===== config.mk =====
export PLATFORM = sky130hd
export DESIGN_NAME = dfe_hr2
export DESIGN_NICKNAME = d
export VERILOG_FILES = /design/src/rtl/dfe_hr2_pkg.sv /design/src/rtl/dfe_hr2_tapw.sv /design/src/rtl/dfe_hr2_slicer.sv /design/src/rtl/dfe_hr2.sv
export SDC_FILE = /design/constraint.sdc
export NUM_CORES = 1
export LEC_CHECK = 0
export BUFFER_PORTS_ARGS = -buffer_cell sky130_fd_sc_hd__buf_2
export CAP_MARGIN = 5
export CELL_PAD_IN_SITES_DETAIL_PLACEMENT = 0
export CELL_PAD_IN_SITES_GLOBAL_PLACEMENT = 1
export CORE_MARGIN = 1
export CORE_UTILIZATION = 47
export CTS_BUF_LIST = sky130_fd_sc_hd__clkbuf_4
export DETAILED_ROUTE_END_ITERATION = 16
export PLACE_DENSITY = 0.95
export SLEW_MARGIN = 20
export SYNTH_ARGS = -nofsm -noshare
export SYNTH_HDL_FRONTEND = slang
export SYNTH_SLANG_ARGS = --single-unit

===== constraint.sdc =====
create_clock -name clk -period 15.5 [get_ports clk]
set_input_delay 3.1 -clock clk [delete_from_list [all_inputs] [get_ports clk]]
set_output_delay 3.1 -clock clk [all_outputs]
set_load 0.02 [all_outputs]

===== src/rtl/dfe_hr2_pkg.sv =====
package dfe_hr2_pkg;
  localparam int GRP_W  = 3;
  localparam int NGRP   = 2;
  localparam int CODE_W = GRP_W * NGRP;
  localparam int MAG_W  = GRP_W + $clog2(NGRP) + 1;

  // Magnitude of a weight code: each group's bits carry 1,2,4; the groups add.
  function automatic logic [MAG_W-1:0] code_mag(input logic [CODE_W-1:0] code);
    logic [MAG_W-1:0] acc;
    acc = '0;
    for (int g = 0; g < NGRP; g++)
      acc = acc + MAG_W'(code[g*GRP_W +: GRP_W]);
    return acc;
  endfunction

  function automatic int max3(input int a, input int b, input int c);
    int m;
    m = (a > b) ? a : b;
    return (m > c) ? m : c;
  endfunction

  // Width holding sample, two taps and the offset without overflow.
  function automatic int margin_width(input int sw, input int tshift, input int oshift);
    return max3(sw, MAG_W + tshift + 1, CODE_W + oshift) + 3;
  endfunction
endpackage


===== src/rtl/dfe_hr2_tapw.sv =====
module dfe_hr2_tapw
  import dfe_hr2_pkg::*;
(
  input  logic [CODE_W-1:0] code,
  output logic [MAG_W-1:0]  mag
);
  assign mag = code_mag(code);
endmodule


===== src/rtl/dfe_hr2_slicer.sv =====
module dfe_hr2_slicer
  import dfe_hr2_pkg::*;
#(
  parameter int SAMPLE_W  = 8,
  parameter int TAP_SHIFT = 2,
  parameter int OFS_SHIFT = 0,
  parameter int SUM_W     = 12
) (
  input  logic signed [SAMPLE_W-1:0] sample,
  input  logic                       prev1,
  input  logic                       prev2,
  input  logic [MAG_W-1:0]           w1_mag,
  input  logic [MAG_W-1:0]           w2_mag,
  input  logic [CODE_W-1:0]          ofs_code,
  output logic signed [SUM_W-1:0]    margin,
  output logic                       decision
);
  logic signed [SUM_W-1:0] smp_x, w1_x, w2_x, ofs_x, data_term, ref_term;

  assign smp_x = {{(SUM_W-SAMPLE_W){sample[SAMPLE_W-1]}}, sample};
  assign w1_x  = $signed({{(SUM_W-MAG_W){1'b0}}, w1_mag}) <<< TAP_SHIFT;
  assign w2_x  = $signed({{(SUM_W-MAG_W){1'b0}}, w2_mag}) <<< TAP_SHIFT;
  assign ofs_x = $signed({{(SUM_W-CODE_W){ofs_code[CODE_W-1]}}, ofs_code}) <<< OFS_SHIFT;

  // Tap 1 corrects the data side; tap 2 lives on the reference side, sign flipped.
  assign data_term = prev1 ? (smp_x - w1_x) : (smp_x + w1_x);
  assign ref_term  = (prev2 ? w2_x : -w2_x) + ofs_x;
  assign margin    = data_term - ref_term;
  assign decision  = ~margin[SUM_W-1];
endmodule


===== src/rtl/dfe_hr2.sv =====
module dfe_hr2
  import dfe_hr2_pkg::*;
#(
  parameter int LANES     = 2,
  parameter int SAMPLE_W  = 8,
  parameter int TAP_SHIFT = 2,
  parameter int OFS_SHIFT = 0
) (
  input  logic                      clk,
  input  logic                      rst,
  input  logic [LANES*SAMPLE_W-1:0] rx_samples,
  input  logic [CODE_W-1:0]         w1_code,
  input  logic [CODE_W-1:0]         w2_code,
  input  logic [CODE_W-1:0]         ofs_code,
  output logic [LANES-1:0]          dec
);
  localparam int SUM_W = margin_width(SAMPLE_W, TAP_SHIFT, OFS_SHIFT);

  logic [MAG_W-1:0] w1_mag, w2_mag;
  logic [LANES-1:0] lane_dec;
  logic [LANES-1:0] lane_p1, lane_p2;

  dfe_hr2_tapw u_w1 (.code(w1_code), .mag(w1_mag));
  dfe_hr2_tapw u_w2 (.code(w2_code), .mag(w2_mag));

  for (genvar i = 0; i < LANES; i++) begin : g_lane
    logic signed [SUM_W-1:0] margin;
    if (i == 0) begin : g_first
      assign lane_p1[i] = dec[LANES-1];
      assign lane_p2[i] = dec[LANES-2];
    end else if (i == 1) begin : g_second
      assign lane_p1[i] = lane_dec[0];
      assign lane_p2[i] = dec[LANES-1];
    end else begin : g_rest
      assign lane_p1[i] = lane_dec[i-1];
      assign lane_p2[i] = lane_dec[i-2];
    end
    dfe_hr2_slicer #(
      .SAMPLE_W(SAMPLE_W), .TAP_SHIFT(TAP_SHIFT),
      .OFS_SHIFT(OFS_SHIFT), .SUM_W(SUM_W)
    ) u_slc (
      .sample  (rx_samples[i*SAMPLE_W +: SAMPLE_W]),
      .prev1   (lane_p1[i]),
      .prev2   (lane_p2[i]),
      .w1_mag  (w1_mag),
      .w2_mag  (w2_mag),
      .ofs_code(ofs_code),
      .margin  (margin),
      .decision(lane_dec[i])
    );
  end

  always_ff @(posedge clk) begin
    if (rst) dec <= '0;
    else     dec <= lane_dec;
  end
endmodule


==> run summary <==
The flow ran to the end, and the final reports show no timing, DRC or antenna violations. The data arrival time of the critical path came out at 10.75 ns. The clock tree root driver cell is clkbuf_4.

The final antenna diode count came out at 0. The horizontal extent of the die is 64.7 microns. The number of rows created at floorplan is 22. STA classifies the critical path endpoint as a flop. The number of synthesized register bits is 2.

The critical path's slowest cell is fa_1. Adding up every negative setup slack in the final design gives 0 ns. The highest clock rate came out at 94.1 MHz. The remaining global-route overflow came out at 0.

The kind of path behind the tightest hold check is reg2reg. After detailed routing, no signal wire sits above met4. The worst reg-to-reg path cell count came out at 31. Sorting the synthesized cells by area gives the leading types as ha_1, fa_1, inv_1, xnor2_1, a21oi_1. The first global-routing pass estimated 6020 microns of wire.

In this run the biggest area consumer among cell types represents 25.7% of the synthesized area. The I/O pin count is 38. The net count reported at finish came out at 336. The mapped netlist covers 1850 sq um. Counting the buffers created by CTS gives 3. The die extent in y is 64.7 microns. The worst register-to-register path has a setup slack of 8.27 ns. The detailed router put a total of 1610 microns of wire on met1.

The floorplan step defined a die boundary enclosing 4190 sq um. The register with the most flip-flops in the layout has 2 of them. The starting utilization of the core area is 49.8%. For this run, the slowest stage of the critical path takes 0.57 ns. The worst setup path is launched from an input pin. The worst setup path is of the in2reg kind.

The detailed-routing iteration count for the pre-antenna-repair pass is 5. The CTS H-tree depth is 1. The count of endpoints failing hold in the final timing report came out at 0. The number of buffer cells added on primary ports came out at 37. Setup violations remaining at the end of the flow were counted as 0.

The cell count of the worst hold path came out at 5. The worst-case headroom to the max-slew limit is 67.9%. Dividing the detail-routed wire length by the instance count gives 12.0 microns. The critical path data required time is 15.61 ns. The maximum fanout along the worst path is 7. The number of global-route vias before repair came to 1459. After clock tree synthesis, the clock-pin slew on the worst setup and hold paths is 0.03 ns. The final worst clock skew is 0.00148 ns. The distinct cell type count after synthesis came out at 39. Broken down by cell family, the worst path's largest delay share belongs to adder cells.

The number of hold buffers added after CTS was 0. The routed length on met3 is 112 microns. Of the available clock period, the critical path in the final layout requires 68.6%.

The fraction of final layout cells with drive strength greater than 1 came out at 22.1%. The number of antenna violations at the first check in global routing came out at 0. The half-perimeter wire length after detailed placement is 3160 microns.

The total clock sinks is 2. In the layout the commonest cells are ha_1, buf_2, inv_1. The number of pins with negative max-slew slack in the final report is 0.

The largest total area in the synthesized netlist belongs to ha_1. In the final layout, the registers with the most flip-flops are dec (2). The post-route minimum period came out at 10.63 ns. The register with the most flip-flops in the final layout is dec. When the netlist entered floorplanning its net count stood at 297. The length of routed met2 wiring is 1730 microns. The average via count per standard cell is 5.02. The worst hold path begins at dec[1]$_SDFF_PP0_. The critical path crosses 36 cells after its start point. The maximum number of pins on one net before global-route repair came out at 14. The most common library cell in the layout ignoring fill and taps is ha_1. The residual antenna-violating net count after detailed routing came out at 0. The placeable core area came out at 3720 sq um. After clock tree synthesis, the repair step resized 0 gates.

The global routing usage summed across all routing layers is 18.5%. The clock network latency to the later pin of the worst-skew pair is 0.22 ns. The buffer levels on the longest clock path is 2.

The sequential fraction of the synthesis area is 2.16%. The total via count in the routed design is 1447. TritonCTS built the clock tree. The count of max-cap constraint violations came out at 0.

The count of buffers added by post-CTS timing repair for setup is 0. The total buffers and inverters traversed by the critical path is 3. The critical path starts at w1_code[0].

The number of instances in the synthesized netlist came out at 203. The detailed-route DRC error count came out at 0. The synthesized area per cell is 9.12 sq um. The total wire length came out at 3460 microns. Setup repair after global routing left no endpoint under its margin. The routability congestion estimate came out at 0.776. The count of synthesis-stage warnings from yosys is 0. The number of violations reported at the end of detailed-routing iteration 0 came out at 35.

The transition time of the tightest slew-check pin is 0.481 ns. The layout overhead on the synthesized area came out at 13.5%. In this run the critical register-to-register path is launched from dec[1]$_SDFF_PP0_.
## synth_stat cells
cell / n
xnor2_1: 15
xor2_1: 7
clkbuf_1: 1
nor4_4: 1
nor3_1: 1
a211oi_2: 1
o21ai_0: 5
a21oi_1: 14
fa_1: 20
ha_1: 38
o21bai_1: 3
and4_2: 1
o31a_1: 1
o22ai_4: 1
dfxtp_1: 2
or2_4: 1
a211o_1: 1
nand2b_1: 8
mux2i_1: 2
nor2_1: 11
xnor3_1: 2
and4_1: 1
o311ai_0: 1
a31oi_1: 1
a21oi_2: 3
and3_1: 2
or2_2: 2
mux2_2: 1
o21bai_2: 1
and2b_1: 1
nand2b_4: 1
buf_4: 2
a21o_1: 8
nand2_1: 2
o211ai_1: 1
nor2b_1: 2
and2_1: 1
inv_1: 35
nand3_1: 2
## routing by layer
| layer | GRT usage [%] | vias to the layer above |
|---|---|---|
| met5 | 0 | - |
| met3 | 1.23 | 2 |
| met4 | 3.33 | 0 |
| li1 | - | 753 |
| met2 | 35.0 | 29 |
| met1 | 22.9 | 663 |
## cell families after synthesis
kind of cell | count (synthesis) | share of synthesized area, %
muxes | 3 | 1.69
buffers and inverters | 38 | 8.11
DFF | 2 | 2.16
and+or+nand+nor | 37 | 12.3
adders and majority gates | 58 | 47.3
AOI/OAI and AO/OA | 41 | 15.6
xor gates and xnor gates | 24 | 12.8
## cell type report
class                   instances  area, sq um
well taps                      48         60.1
inverters                      35          131
clock buffers                   3         22.5
repair buffers                 37          185
fillers                       368         1620
multi-input cells             163         1660
flip-flops and latches          2         40.0
## final timing paths
kind / end
hold reg to reg: dec[1]$_SDFF_PP0_
setup reg to reg: dec[1]$_SDFF_PP0_
setup / recovery: dec[1]$_SDFF_PP0_
hold / removal: dec[1]$_SDFF_PP0_
## tightest hold or removal path, cell delays in order, from the launching register on
cell and delay (ns):
dfxtp_1 0.60, or2_2 0.21, fa_1 0.17, xor2_1 0.08
xnor2_1 0.14, nor2_1 0.04
## stage by stage
step	hold slack, ns	setup WS, ns	cell area (sq um)	cells	utilization [%]
4_1_cts	1.30	4.84	2100	288	56.5
5_1_grt	1.39	4.22	2100	288	56.5
6_report	1.29	4.87	2100	288	56.5
3_3_place_gp	1.27	4.76	2080	285	55.9
3_5_place_dp	1.29	4.62	2080	285	55.9
2_1_floorplan	1.13	5.38	1850	203	-
Power is left out: the tool's default activity adds up to more than one toggle a clock period on the data nets, which glitch-free logic cannot reach.
